**config.mk**
```make
export PLATFORM = sky130hd
export DESIGN_NAME = qspi_phase_seq
export DESIGN_NICKNAME = d
export VERILOG_FILES = /design/src/rtl/qseq_pkg.sv /design/src/rtl/qseq_sck_div.sv /design/src/rtl/qseq_phase_walker.sv /design/src/rtl/qseq_lane_shift.sv /design/src/rtl/qspi_phase_seq.sv
export SDC_FILE = /design/constraint.sdc
export NUM_CORES = 1
export LEC_CHECK = 0
export ABC_AREA = 0
export BUFFER_PORTS_ARGS = -buffer_cell sky130_fd_sc_hd__clkbuf_2
export CORE_ASPECT_RATIO = 1.4
export CORE_MARGIN = 4
export CORE_UTILIZATION = 50
export DETAILED_ROUTE_END_ITERATION = 10
export PLACE_DENSITY = 0.84
export SYNTH_ARGS = -nofsm -noshare
export SYNTH_HDL_FRONTEND = slang
export SYNTH_SLANG_ARGS = --single-unit
```
**constraint.sdc**
```tcl
create_clock -name clk -period 4.65 [get_ports clk]
set_input_delay 0.465 -clock clk [delete_from_list [all_inputs] [get_ports clk]]
set_output_delay 0.465 -clock clk [all_outputs]
set_load 0.01 [all_outputs]
```
**src/rtl/qseq_pkg.sv**
```systemverilog
package qseq_pkg;
  localparam int CNT_W  = 16;
  localparam int SLOT_W = CNT_W + 5;

  typedef struct packed {
    logic             en;
    logic             rd;
    logic             drive;
    logic [1:0]       lanes;
    logic [CNT_W-1:0] nbm1;
  } slot_t;

  typedef enum logic [1:0] {S_IDLE = 2'd0, S_RUN = 2'd1, S_TAIL = 2'd2} st_e;

  // index of the last beat inside a byte for a lane code
  function automatic logic [2:0] beat_last(input logic [1:0] code);
    case (code)
      2'b01:   return 3'd3;
      2'b10:   return 3'd1;
      default: return 3'd7;
    endcase
  endfunction

  function automatic logic [3:0] lane_mask(input logic [1:0] code);
    case (code)
      2'b01:   return 4'b0011;
      2'b10:   return 4'b1111;
      default: return 4'b0001;
    endcase
  endfunction

  function automatic logic [3:0] out_slice(input logic [7:0] sh, input logic [1:0] code);
    case (code)
      2'b01:   return {2'b00, sh[7:6]};
      2'b10:   return sh[7:4];
      default: return {3'b000, sh[7]};
    endcase
  endfunction

  function automatic logic [7:0] tx_shift(input logic [7:0] sh, input logic [1:0] code);
    case (code)
      2'b01:   return {sh[5:0], 2'b00};
      2'b10:   return {sh[3:0], 4'b0000};
      default: return {sh[6:0], 1'b0};
    endcase
  endfunction

  function automatic logic [7:0] rx_shift(input logic [7:0] r, input logic [3:0] io,
                                          input logic [1:0] code);
    case (code)
      2'b01:   return {r[5:0], io[1:0]};
      2'b10:   return {r[3:0], io};
      default: return {r[6:0], io[1]};
    endcase
  endfunction

  function automatic logic wants_tx(input slot_t s);
    return ~s.rd & s.drive;
  endfunction
endpackage

```
**src/rtl/qseq_sck_div.sv**
```systemverilog
module qseq_sck_div #(
  parameter int DIV_W = 8
) (
  input  logic             clk,
  input  logic             rst_n,
  input  logic             run,
  input  logic             hold,
  input  logic [DIV_W-1:0] div,
  output logic             tick
);
  logic [DIV_W-1:0] hc_q;
  logic             at_end;

  assign at_end = (hc_q >= div);
  assign tick   = run & at_end & ~hold;

  always_ff @(posedge clk or negedge rst_n) begin
    if (!rst_n)               hc_q <= '0;
    else if (!run || tick)    hc_q <= '0;
    else if (!at_end)         hc_q <= hc_q + DIV_W'(1);
  end
endmodule

```
**src/rtl/qseq_phase_walker.sv**
```systemverilog
module qseq_phase_walker
  import qseq_pkg::*;
#(
  parameter int NPH = 8,
  parameter int PIW = 3
) (
  input  logic              clk,
  input  logic              rst_n,
  input  logic              start,
  input  slot_t [NPH-1:0]   slots,
  input  logic              tick,
  input  logic              fall_ev,
  input  logic              tx_fire,
  output st_e               st,
  output logic              cur_rd,
  output logic              cur_drive,
  output logic [1:0]        cur_lanes,
  output logic              last_beat,
  output logic              need,
  output logic              start_acc,
  output logic              done_set
);
  localparam int IDXW = PIW + 1;

  st_e              st_q;
  logic [PIW-1:0]   ph_q;
  logic [CNT_W-1:0] left_q;
  logic [2:0]       beat_q;
  logic             need_q;
  slot_t            cur, nxt;
  logic [IDXW-1:0]  nxt_w;
  logic             nxt_ok;

  assign cur       = slots[ph_q];
  assign nxt_w     = {1'b0, ph_q} + IDXW'(1);
  assign nxt       = slots[nxt_w[PIW-1:0]];
  assign nxt_ok    = (nxt_w < IDXW'(NPH)) && nxt.en;
  assign last_beat = (beat_q == beat_last(cur.lanes));
  assign start_acc = start & (st_q == S_IDLE);
  // a disabled slot 0 completes at once; otherwise completion at end of tail
  assign done_set  = (start_acc & ~slots[0].en) | ((st_q == S_TAIL) & tick);

  assign st        = st_q;
  assign need      = need_q;
  assign cur_rd    = cur.rd;
  assign cur_drive = cur.drive;
  assign cur_lanes = cur.lanes;

  always_ff @(posedge clk or negedge rst_n) begin
    if (!rst_n) begin
      st_q   <= S_IDLE;
      ph_q   <= '0;
      left_q <= '0;
      beat_q <= '0;
      need_q <= 1'b0;
    end else begin
      case (st_q)
        S_IDLE: begin
          if (start_acc && slots[0].en) begin
            st_q   <= S_RUN;
            ph_q   <= '0;
            left_q <= slots[0].nbm1;
            beat_q <= '0;
            need_q <= wants_tx(slots[0]);
          end
        end
        S_RUN: begin
          if (tx_fire) need_q <= 1'b0;
          if (fall_ev) begin
            if (last_beat) begin
              beat_q <= '0;
              if (left_q == '0) begin
                if (nxt_ok) begin
                  ph_q   <= nxt_w[PIW-1:0];
                  left_q <= nxt.nbm1;
                  need_q <= wants_tx(nxt);
                end else begin
                  st_q <= S_TAIL;
                end
              end else begin
                left_q <= left_q - CNT_W'(1);
                need_q <= wants_tx(cur);
              end
            end else begin
              beat_q <= beat_q + 3'd1;
            end
          end
        end
        S_TAIL: begin
          if (tick) st_q <= S_IDLE;
        end
        default: st_q <= S_IDLE;
      endcase
    end
  end
endmodule

```
**src/rtl/qseq_lane_shift.sv**
```systemverilog
module qseq_lane_shift
  import qseq_pkg::*;
(
  input  logic       clk,
  input  logic       rst_n,
  input  logic       active,
  input  logic       cur_rd,
  input  logic       cur_drive,
  input  logic [1:0] cur_lanes,
  input  logic       tx_fire,
  input  logic [7:0] tx_data,
  input  logic       rise_ev,
  input  logic       fall_ev,
  input  logic       last_beat,
  input  logic [3:0] io_i,
  output logic [3:0] io_o,
  output logic [3:0] io_oe,
  output logic [7:0] rx_data,
  output logic       rx_valid
);
  logic [7:0] sh_q, rx_q, rx_nxt;

  assign rx_nxt = rx_shift(rx_q, io_i, cur_lanes);
  assign io_o   = out_slice(sh_q, cur_lanes);
  assign io_oe  = (active && !cur_rd && cur_drive) ? lane_mask(cur_lanes) : 4'b0000;

  // transmit side: load on handshake, advance on falling edge
  always_ff @(posedge clk or negedge rst_n) begin
    if (!rst_n)       sh_q <= '0;
    else if (tx_fire) sh_q <= tx_data;
    else if (fall_ev) sh_q <= tx_shift(sh_q, cur_lanes);
  end

  // receive side: sample on rising edge, strobe a byte on its last beat
  always_ff @(posedge clk or negedge rst_n) begin
    if (!rst_n) begin
      rx_q     <= '0;
      rx_data  <= '0;
      rx_valid <= 1'b0;
    end else begin
      rx_valid <= 1'b0;
      if (rise_ev && cur_rd) begin
        rx_q <= rx_nxt;
        if (last_beat) begin
          rx_data  <= rx_nxt;
          rx_valid <= 1'b1;
        end
      end
    end
  end
endmodule

```
**src/rtl/qspi_phase_seq.sv**
```systemverilog
module qspi_phase_seq
  import qseq_pkg::*;
#(
  parameter int NPH   = 8,
  parameter int DIV_W = 8
) (
  input  logic                  clk,
  input  logic                  rst_n,
  input  logic [NPH*SLOT_W-1:0] cfg_i,
  input  logic [DIV_W-1:0]      div_i,
  input  logic                  irq_en_i,
  input  logic                  start_i,
  input  logic [7:0]            tx_data_i,
  input  logic                  tx_valid_i,
  output logic                  tx_ready_o,
  output logic [7:0]            rx_data_o,
  output logic                  rx_valid_o,
  output logic                  cs_n_o,
  output logic                  sck_o,
  input  logic [3:0]            io_i,
  output logic [3:0]            io_o,
  output logic [3:0]            io_oe_o,
  output logic                  busy_o,
  output logic                  done_o,
  output logic                  irq_o
);
  localparam int PIW = $clog2(NPH);

  slot_t [NPH-1:0] slots;
  st_e             st;
  logic            cur_rd, cur_drive, last_beat, need, start_acc, done_set;
  logic [1:0]      cur_lanes;
  logic            tick, rise_ev, fall_ev, tx_fire, in_run, running;
  logic            sck_q, done_q;

  assign slots   = cfg_i;
  assign in_run  = (st == S_RUN);
  assign running = (st != S_IDLE);
  assign tx_fire = tx_ready_o & tx_valid_i;
  assign rise_ev = tick & in_run & ~sck_q;
  assign fall_ev = tick & in_run & sck_q;

  qseq_sck_div #(.DIV_W(DIV_W)) u_div (
    .clk   (clk),
    .rst_n (rst_n),
    .run   (running),
    .hold  (need & in_run),
    .div   (div_i),
    .tick  (tick)
  );

  qseq_phase_walker #(.NPH(NPH), .PIW(PIW)) u_walk (
    .clk       (clk),
    .rst_n     (rst_n),
    .start     (start_i),
    .slots     (slots),
    .tick      (tick),
    .fall_ev   (fall_ev),
    .tx_fire   (tx_fire),
    .st        (st),
    .cur_rd    (cur_rd),
    .cur_drive (cur_drive),
    .cur_lanes (cur_lanes),
    .last_beat (last_beat),
    .need      (need),
    .start_acc (start_acc),
    .done_set  (done_set)
  );

  qseq_lane_shift u_shift (
    .clk       (clk),
    .rst_n     (rst_n),
    .active    (in_run),
    .cur_rd    (cur_rd),
    .cur_drive (cur_drive),
    .cur_lanes (cur_lanes),
    .tx_fire   (tx_fire),
    .tx_data   (tx_data_i),
    .rise_ev   (rise_ev),
    .fall_ev   (fall_ev),
    .last_beat (last_beat),
    .io_i      (io_i),
    .io_o      (io_o),
    .io_oe     (io_oe_o),
    .rx_data   (rx_data_o),
    .rx_valid  (rx_valid_o)
  );

  // SCK is a plain register toggled on divider ticks
  always_ff @(posedge clk or negedge rst_n) begin
    if (!rst_n)       sck_q <= 1'b0;
    else if (!in_run) sck_q <= 1'b0;
    else if (tick)    sck_q <= ~sck_q;
  end

  // done flag
  always_ff @(posedge clk or negedge rst_n) begin
    if (!rst_n)         done_q <= 1'b0;
    else if (done_set)  done_q <= 1'b1;
    else if (start_acc) done_q <= 1'b0;
  end

  assign tx_ready_o = in_run & need;
  assign sck_o      = sck_q;
  assign cs_n_o     = ~running;
  assign busy_o     = running;
  assign done_o     = done_q;
  assign irq_o      = done_q & irq_en_i;
endmodule

```
==> results of run 1 <==
==> cell families (layout without fill, tap and decap cells) <==
logic type / Yosys count / in the layout
and+or+nand+nor: 161 / 161
AOI/OAI and AO/OA: 149 / 149
DFF: 59 / 59
buffers and inverters: 63 / 262
muxes: 86 / 86
xor gates and xnor gates: 16 / 16
adders and majority gates: 15 / 15
==> stage by stage <==
stage / hold slack [ns] / power [µW] / setup WS, ns / util [%]
floorplan: 0.1694 / 1264 / 0.7138 / -
global placement: 0.4740 / 1476 / 0.8040 / 61.81
detailed placement: 0.4811 / 1513 / 0.6930 / 61.81
CTS: 0.3294 / 2292 / 0.6299 / 65.16
global route: 0.3729 / 2426 / 0.3951 / 65.16
finish: 0.3022 / 2294 / 0.5875 / 65.16
==> cell usage after synthesis (6+ instances only) <==
master	instances	area (µm²)
a211oi_1	6	45.04
a22oi_1	15	112.6
nor3_1	9	45.04
buf_2	11	55.05
clkbuf_1	19	71.32
nand2_1	53	198.9
dfrtp_1	59	1476
mux4_2	41	923.4
ha_1	15	187.7
mux2i_1	21	210.2
xor2_1	9	78.83
a31oi_1	10	62.56
and3_1	6	37.54
inv_1	24	90.09
o21ai_0	37	185.2
nor2_1	47	176.4
mux2_2	19	214.0
a21oi_1	32	160.2
xnor2_1	7	61.31
nor2b_1	7	43.79
==> worst reg2reg max path, cell delays in order (launching register included) <==
cell     delay (ns)
dfrtp_2        0.54
mux4_2         0.54
mux2i_1        0.25
ha_1           0.58
xor2_1         0.25
nand3_1        0.22
nor2_1         0.17
o21ai_0        0.19
o21ai_2        0.55
and2_4         0.35
mux2_4         0.32
==> layout make-up <==
type                       count  area [µm²]  area share, %
clock buffer                  12       246.5          3.675
tap                          138       172.7          2.574
timing repair buffer         222        1129          16.83
multi-input combinational    427        3495          52.10
clock inverter                 4       97.59          1.455
inverter                      24       90.09          1.343
sequential                    59        1478          22.03
==> metal layers <==
metal	track usage, %	vias up	part of all wire [%]
met1	28.67	2525	35
li1	-	2456	-
met5	0	-	0
met2	48.33	287	53
met4	14.10	0	4.3
met3	4.646	57	7.3
==> sequential cells by signal (all words and copies together), names as in the netlist <==
| name | count |
|---|---|
| u_walk.left_q | 16 |
| u_div.hc_q | 8 |
| u_shift.rx_data | 8 |
| u_shift.sh_q | 8 |
| u_shift.rx_q | 7 |
| u_walk.beat_q | 3 |
| u_walk.ph_q | 3 |
| u_walk.st | 2 |
| done_o | 1 |
| sck_o | 1 |
| u_shift.rx_valid | 1 |
| u_walk.need | 1 |
==> path summary, 6_finish.rpt <==
check	from	endpoint	slack, ns	cells after the start
worst max register to register	u_walk.ph_q[0]	u_walk.left_q[6]	0.59	10
max in group asynchronous	rst_n	u_walk.ph_q[0]	3.81	2
worst min register to register	u_shift.rx_data[1]	u_shift.rx_data[1]	0.50	1
min in group clk	tx_data_i[2]	u_shift.sh_q[2]	0.35	3
worst min-delay path	rst_n	u_shift.rx_q[6]	0.30	2
worst max-delay path	u_walk.ph_q[0]	u_walk.left_q[6]	0.59	10
==> power groups by stage <==
stage / clock (µW) / combinational (µW) / sequential, µW
floorplan: 0 / 492 / 772
global placement: 0 / 669 / 807
detailed placement: 0 / 698 / 816
CTS: 777 / 705 / 810
global route: 806 / 789 / 831
finish: 770 / 708 / 817
==> metrics.yaml, run 1 <==
drc: 0
cts_setup_buffers: 0
synth_nets: 757
ys_seq_area_share_pct: 28.18
leakage_uw: 0.003080
finalSetupTns_ns: 0
async_flop_share_pct: 100.0
drv_cap: 0
synthXorXnorAreaFrac_pct: 2.674
grt_first_pass_wirelength_um: 25280
cts_max_path_buffers: 2
yosys.area_share.simple_pct: 14.57
synth_compound_area_share_pct: 18.58
finClkSkew_ns: 0.006612
via_per_inst: 6.010
routed_wl_um: 16240
path_clk_slew_ns: 0.05
place_hpwl_um: 12780
dpl.cell_count: 870
slew_viol_final: 0
synth_fa_ha_area_share_pct: 3.582
finalSetupViolCount: 0
critPathBufInv: 0
maxSlewHeadroom_pct: 30.65
clk_root_buffer_cell: "clkbuf_16"
antenna_found_initial: 0
wl_per_cell_um: 18.33
tightest_slew_ns: 1.036
grt_max_degree: 60
yosysUniqueCellTypes: 68
place_congestion: 0.8855
coreArea_um2: 10290
final_antenna_net_count: 0
num_rows: 44
grt_use_total_pct: 26.43
p_sw_uw: 749.6
crit_type: "flop to flop"
synth_edf_count: 0
final_cell_mix: "215 x clkbuf_2, 58 x dfrtp_1, 53 x nand2_1, 47 x nor2_1, 41 x mux4_2"
peakVddDrop_mv: 0.2087
grt-ovfl-total: 0
dieArea_um2: 12210
drtIter0Drc: 418
critPathMaxFanout: 18
port_buffers: 215
postCtsHoldBufs: 0
netlist_area_um2: 5240
arrival_ns: 4.28
final_common_cell: "clkbuf_2"
final_cells: 886
yosysWarnings: 0
synth_cells: 549
crit_family: "multiplexers"
clock_sinks: 59
synth.area.mux_share_pct: 27.15
cp_slowest_cell: "ha_1"
num_io_pins: 216
internal_power_uw: 1545
worstPathCellList: "mux4_2 -> mux2i_1 -> ha_1 -> xor2_1 -> nand3_1 -> nor2_1 -> o21ai_0 -> o21ai_2 -> and2_4 -> mux2_4"
ys_ff_latch: 59
required_ns: 4.86
dr.pass1.iters: 5
num_vias: 5325
startpoint_type: "flop"
sw_frac_of_total_pct: 32.67
fp.dieH_um: 129.1
drive_gt1_share_pct: 42.25
slowest_delay_ns: 0.58
place_area_um2: 6364
crit_path_end_kind: "flop"
htreeDepth: 3
powerDensity_nw_per_um2: 342.0
n_antenna_cell: 0
start_util_pct: 50.90
area_delta_synth_final_pct: 28.01
cts_resized: 0
power_frac_comb_pct: 30.8
grt_pass1_vias: 5557
run_status: "finished clean"
n_fill_cell: 838
hold_path_class: "input pin to async pin"
finalHoldViolCount: 0
min_period_ns: 4.063
fin_area_um2: 6708
clock_latency_ns: 0.33
ys.flop_type: "dfrtp_1"
synth_top_family_by_area: "multiplexers"
syn_area_per_cell_um2: 9.545
cts_buffers: 9
clkPwrFrac_pct: 33.6
layout.nets: 951
die-width_um: 94.52
max_freq_mhz: 246.2
post-route-period-util_pct: 87.37
cts_tree: "done"
power_frac_seq_pct: 35.6
rsz0062_at_grt: "false"
Power figures use the tool's default switching activity.
==> run 2, diff against run 1 <==
--- a/config.mk
+++ b/config.mk
@@ -6,12 +6,15 @@
 export NUM_CORES = 1
 export LEC_CHECK = 0
 export ABC_AREA = 0
+export ABC_CLOCK_PERIOD_IN_PS = 4650
 export BUFFER_PORTS_ARGS = -buffer_cell sky130_fd_sc_hd__clkbuf_2
 export CORE_ASPECT_RATIO = 1.4
 export CORE_MARGIN = 4
 export CORE_UTILIZATION = 50
 export DETAILED_ROUTE_END_ITERATION = 10
 export PLACE_DENSITY = 0.84
+export REMOVE_ABC_BUFFERS = 1
+export SLEW_MARGIN = 20
 export SYNTH_ARGS = -nofsm -noshare
 export SYNTH_HDL_FRONTEND = slang
 export SYNTH_SLANG_ARGS = --single-unit
==> metrics.yaml, run 2 (synthesis results as in run 1) <==
run_status: "finished clean"
start_util_pct: 50.90  # unchanged
required_ns: 4.86  # about the same
peakVddDrop_mv: 0.1682  # -19%
finClkSkew_ns: 0.007146  # +0.0005343 ns
place_congestion: 0.8712  # -1.6%
coreArea_um2: 10290  # unchanged
area_delta_synth_final_pct: 27.29
powerDensity_nw_per_um2: 327.3  # -4.3%
cts_max_path_buffers: 2  # unchanged
clk_root_buffer_cell: "clkbuf_16"
dr.pass1.iters: 5  # unchanged
num_rows: 44  # unchanged
min_period_ns: 3.720  # -0.3423 ns
final_common_cell: "clkbuf_2"
finalHoldViolCount: 0  # unchanged
num_io_pins: 216  # unchanged
arrival_ns: 3.93  # -0.35 ns
cts_resized: 0  # unchanged
dieArea_um2: 12210  # unchanged
die-width_um: 94.52  # unchanged
leakage_uw: 0.003062  # -0.61%
final_cell_mix: "215 x clkbuf_2, 58 x dfrtp_1, 53 x nand2_1, 47 x nor2_1, 41 x mux4_2"
crit_path_end_kind: "flop"
critPathMaxFanout: 18  # unchanged
cts_setup_buffers: 0  # unchanged
htreeDepth: 3  # unchanged
post-route-period-util_pct: 80.01  # -7.4 points
cts_buffers: 9  # unchanged
antenna_found_initial: 1  # +1
rsz0062_at_grt: "false"
fin_area_um2: 6670  # -0.56%
startpoint_type: "flop"
num_vias: 5302  # -0.43%
grt-ovfl-total: 0  # unchanged
dpl.cell_count: 871  # +0.11%
clock_latency_ns: 0.33  # about the same
largest_reg_flops: 16  # unchanged
drc: 0  # unchanged
grt_max_degree: 60  # unchanged
port_buffers: 215  # unchanged
finalSetupViolCount: 0  # unchanged
grt_use_total_pct: 25.86  # -0.57 points
wl_per_cell_um: 17.67  # -3.6%
drtIter0Drc: 403  # -3.6%
routed_wl_um: 15690  # -3.4%
clock_sinks: 59  # unchanged
maxSlewHeadroom_pct: 32.03  # +1.4 points
via_per_inst: 5.971  # -0.66%
drive_gt1_share_pct: 42.32  # +0.077 points
tightest_slew_ns: 1.016  # -0.02068 ns
worst_hold_slack_ns: 0.2977  # -0.004464 ns
grt_pass1_vias: 5394  # -2.9%
top_register: "u_walk.left_q"
path_clk_slew_ns: 0.05  # about the same
fp.dieH_um: 129.1  # unchanged
place_hpwl_um: 12530  # -2.0%
postCtsHoldBufs: 0  # unchanged
hold_path_class: "input pin to async pin"
final_antenna_net_count: 0  # unchanged
rrSetupSlack_ns: 0.93  # +0.34 ns
final_cells: 888  # +0.23%
place_area_um2: 6371  # +0.12%
reg2reg_from: "u_walk.ph_q[1]"
p_total_uw: 2183  # -4.8%
crit_type: "flop to flop"
critPathLaunch: "u_walk.ph_q[1]"
drv_cap: 0  # unchanged
grt_first_pass_wirelength_um: 25010  # -1.1%
cts_tree: "done"
max_freq_mhz: 268.8  # +9.2%
layout.nets: 952  # +0.11%
slew_viol_final: 0  # unchanged
## run 2: cell types whose count changed in the layout (fill, tap and decap cells not counted)
| cell | change |
|---|---|
| clkinvlp_4 | +1 |
| diode_2 | +1 |
| bufinv_16 | -2 |
| clkinv_2 | +1 |
| buf_4 | +1 |
## run 2: layer usage
layer,vias up,global-route usage [%],wire [µm]
li1,2466,-,-
met1,2533,28.62,5604
met2,264,47.78,8442
met3,39,5.633,1171
met4,0,9.941,471
met5,-,0,0
## run 2: critical path: stages, from the launching register on
cell and delay [ns]:
dfrtp_1 0.68, mux4_2 0.39, mux2i_1 0.20, ha_1 0.57
xor2_1 0.25, nand3_1 0.20, nor2_1 0.17, o21ai_0 0.18
o21ai_2 0.17, buf_4 0.20, and2_4 0.27, mux2_4 0.32
## run 2: worst paths after layout
kind                                      endpoint  depth (start not counted)
worst max register to register    u_walk.left_q[4]                         11
worst min register to register   u_walk.left_q[14]                          1
worst min-delay path            u_shift.rx_data[7]                          2
max in group asynchronous           u_walk.ph_q[0]                          2
min in group clk                   u_shift.sh_q[2]                          3
worst max-delay path              u_walk.left_q[4]                         11
## run 2: power breakdown
group	leakage [µW]	switching [µW]	total, µW	internal, µW
registers	0.000758	160	811	651
logic	0.00217	353	711	358
clock network	0.000139	233	661	428
## run 2: layout make-up
cell class	instances	area (µm²)
clock buffers	12	246.5
multi-input cells	427	3495
fillers	846	3625
repair buffers	223	1136
diodes	1	2.502
flip-flops and latches	59	1478
clock inverters	4	50.05
well taps	138	172.7
inverters	24	90.09
## run 2: stage by stage
stage	TNS (ns)	util (%)	worst slack, ns
floorplan	-6.386	-	-0.5154
global placement	0	61.89	1.075
detailed placement	0	61.89	0.9687
CTS	0	64.77	0.9408
global route	0	64.77	0.6621
finish	0	64.79	0.9297
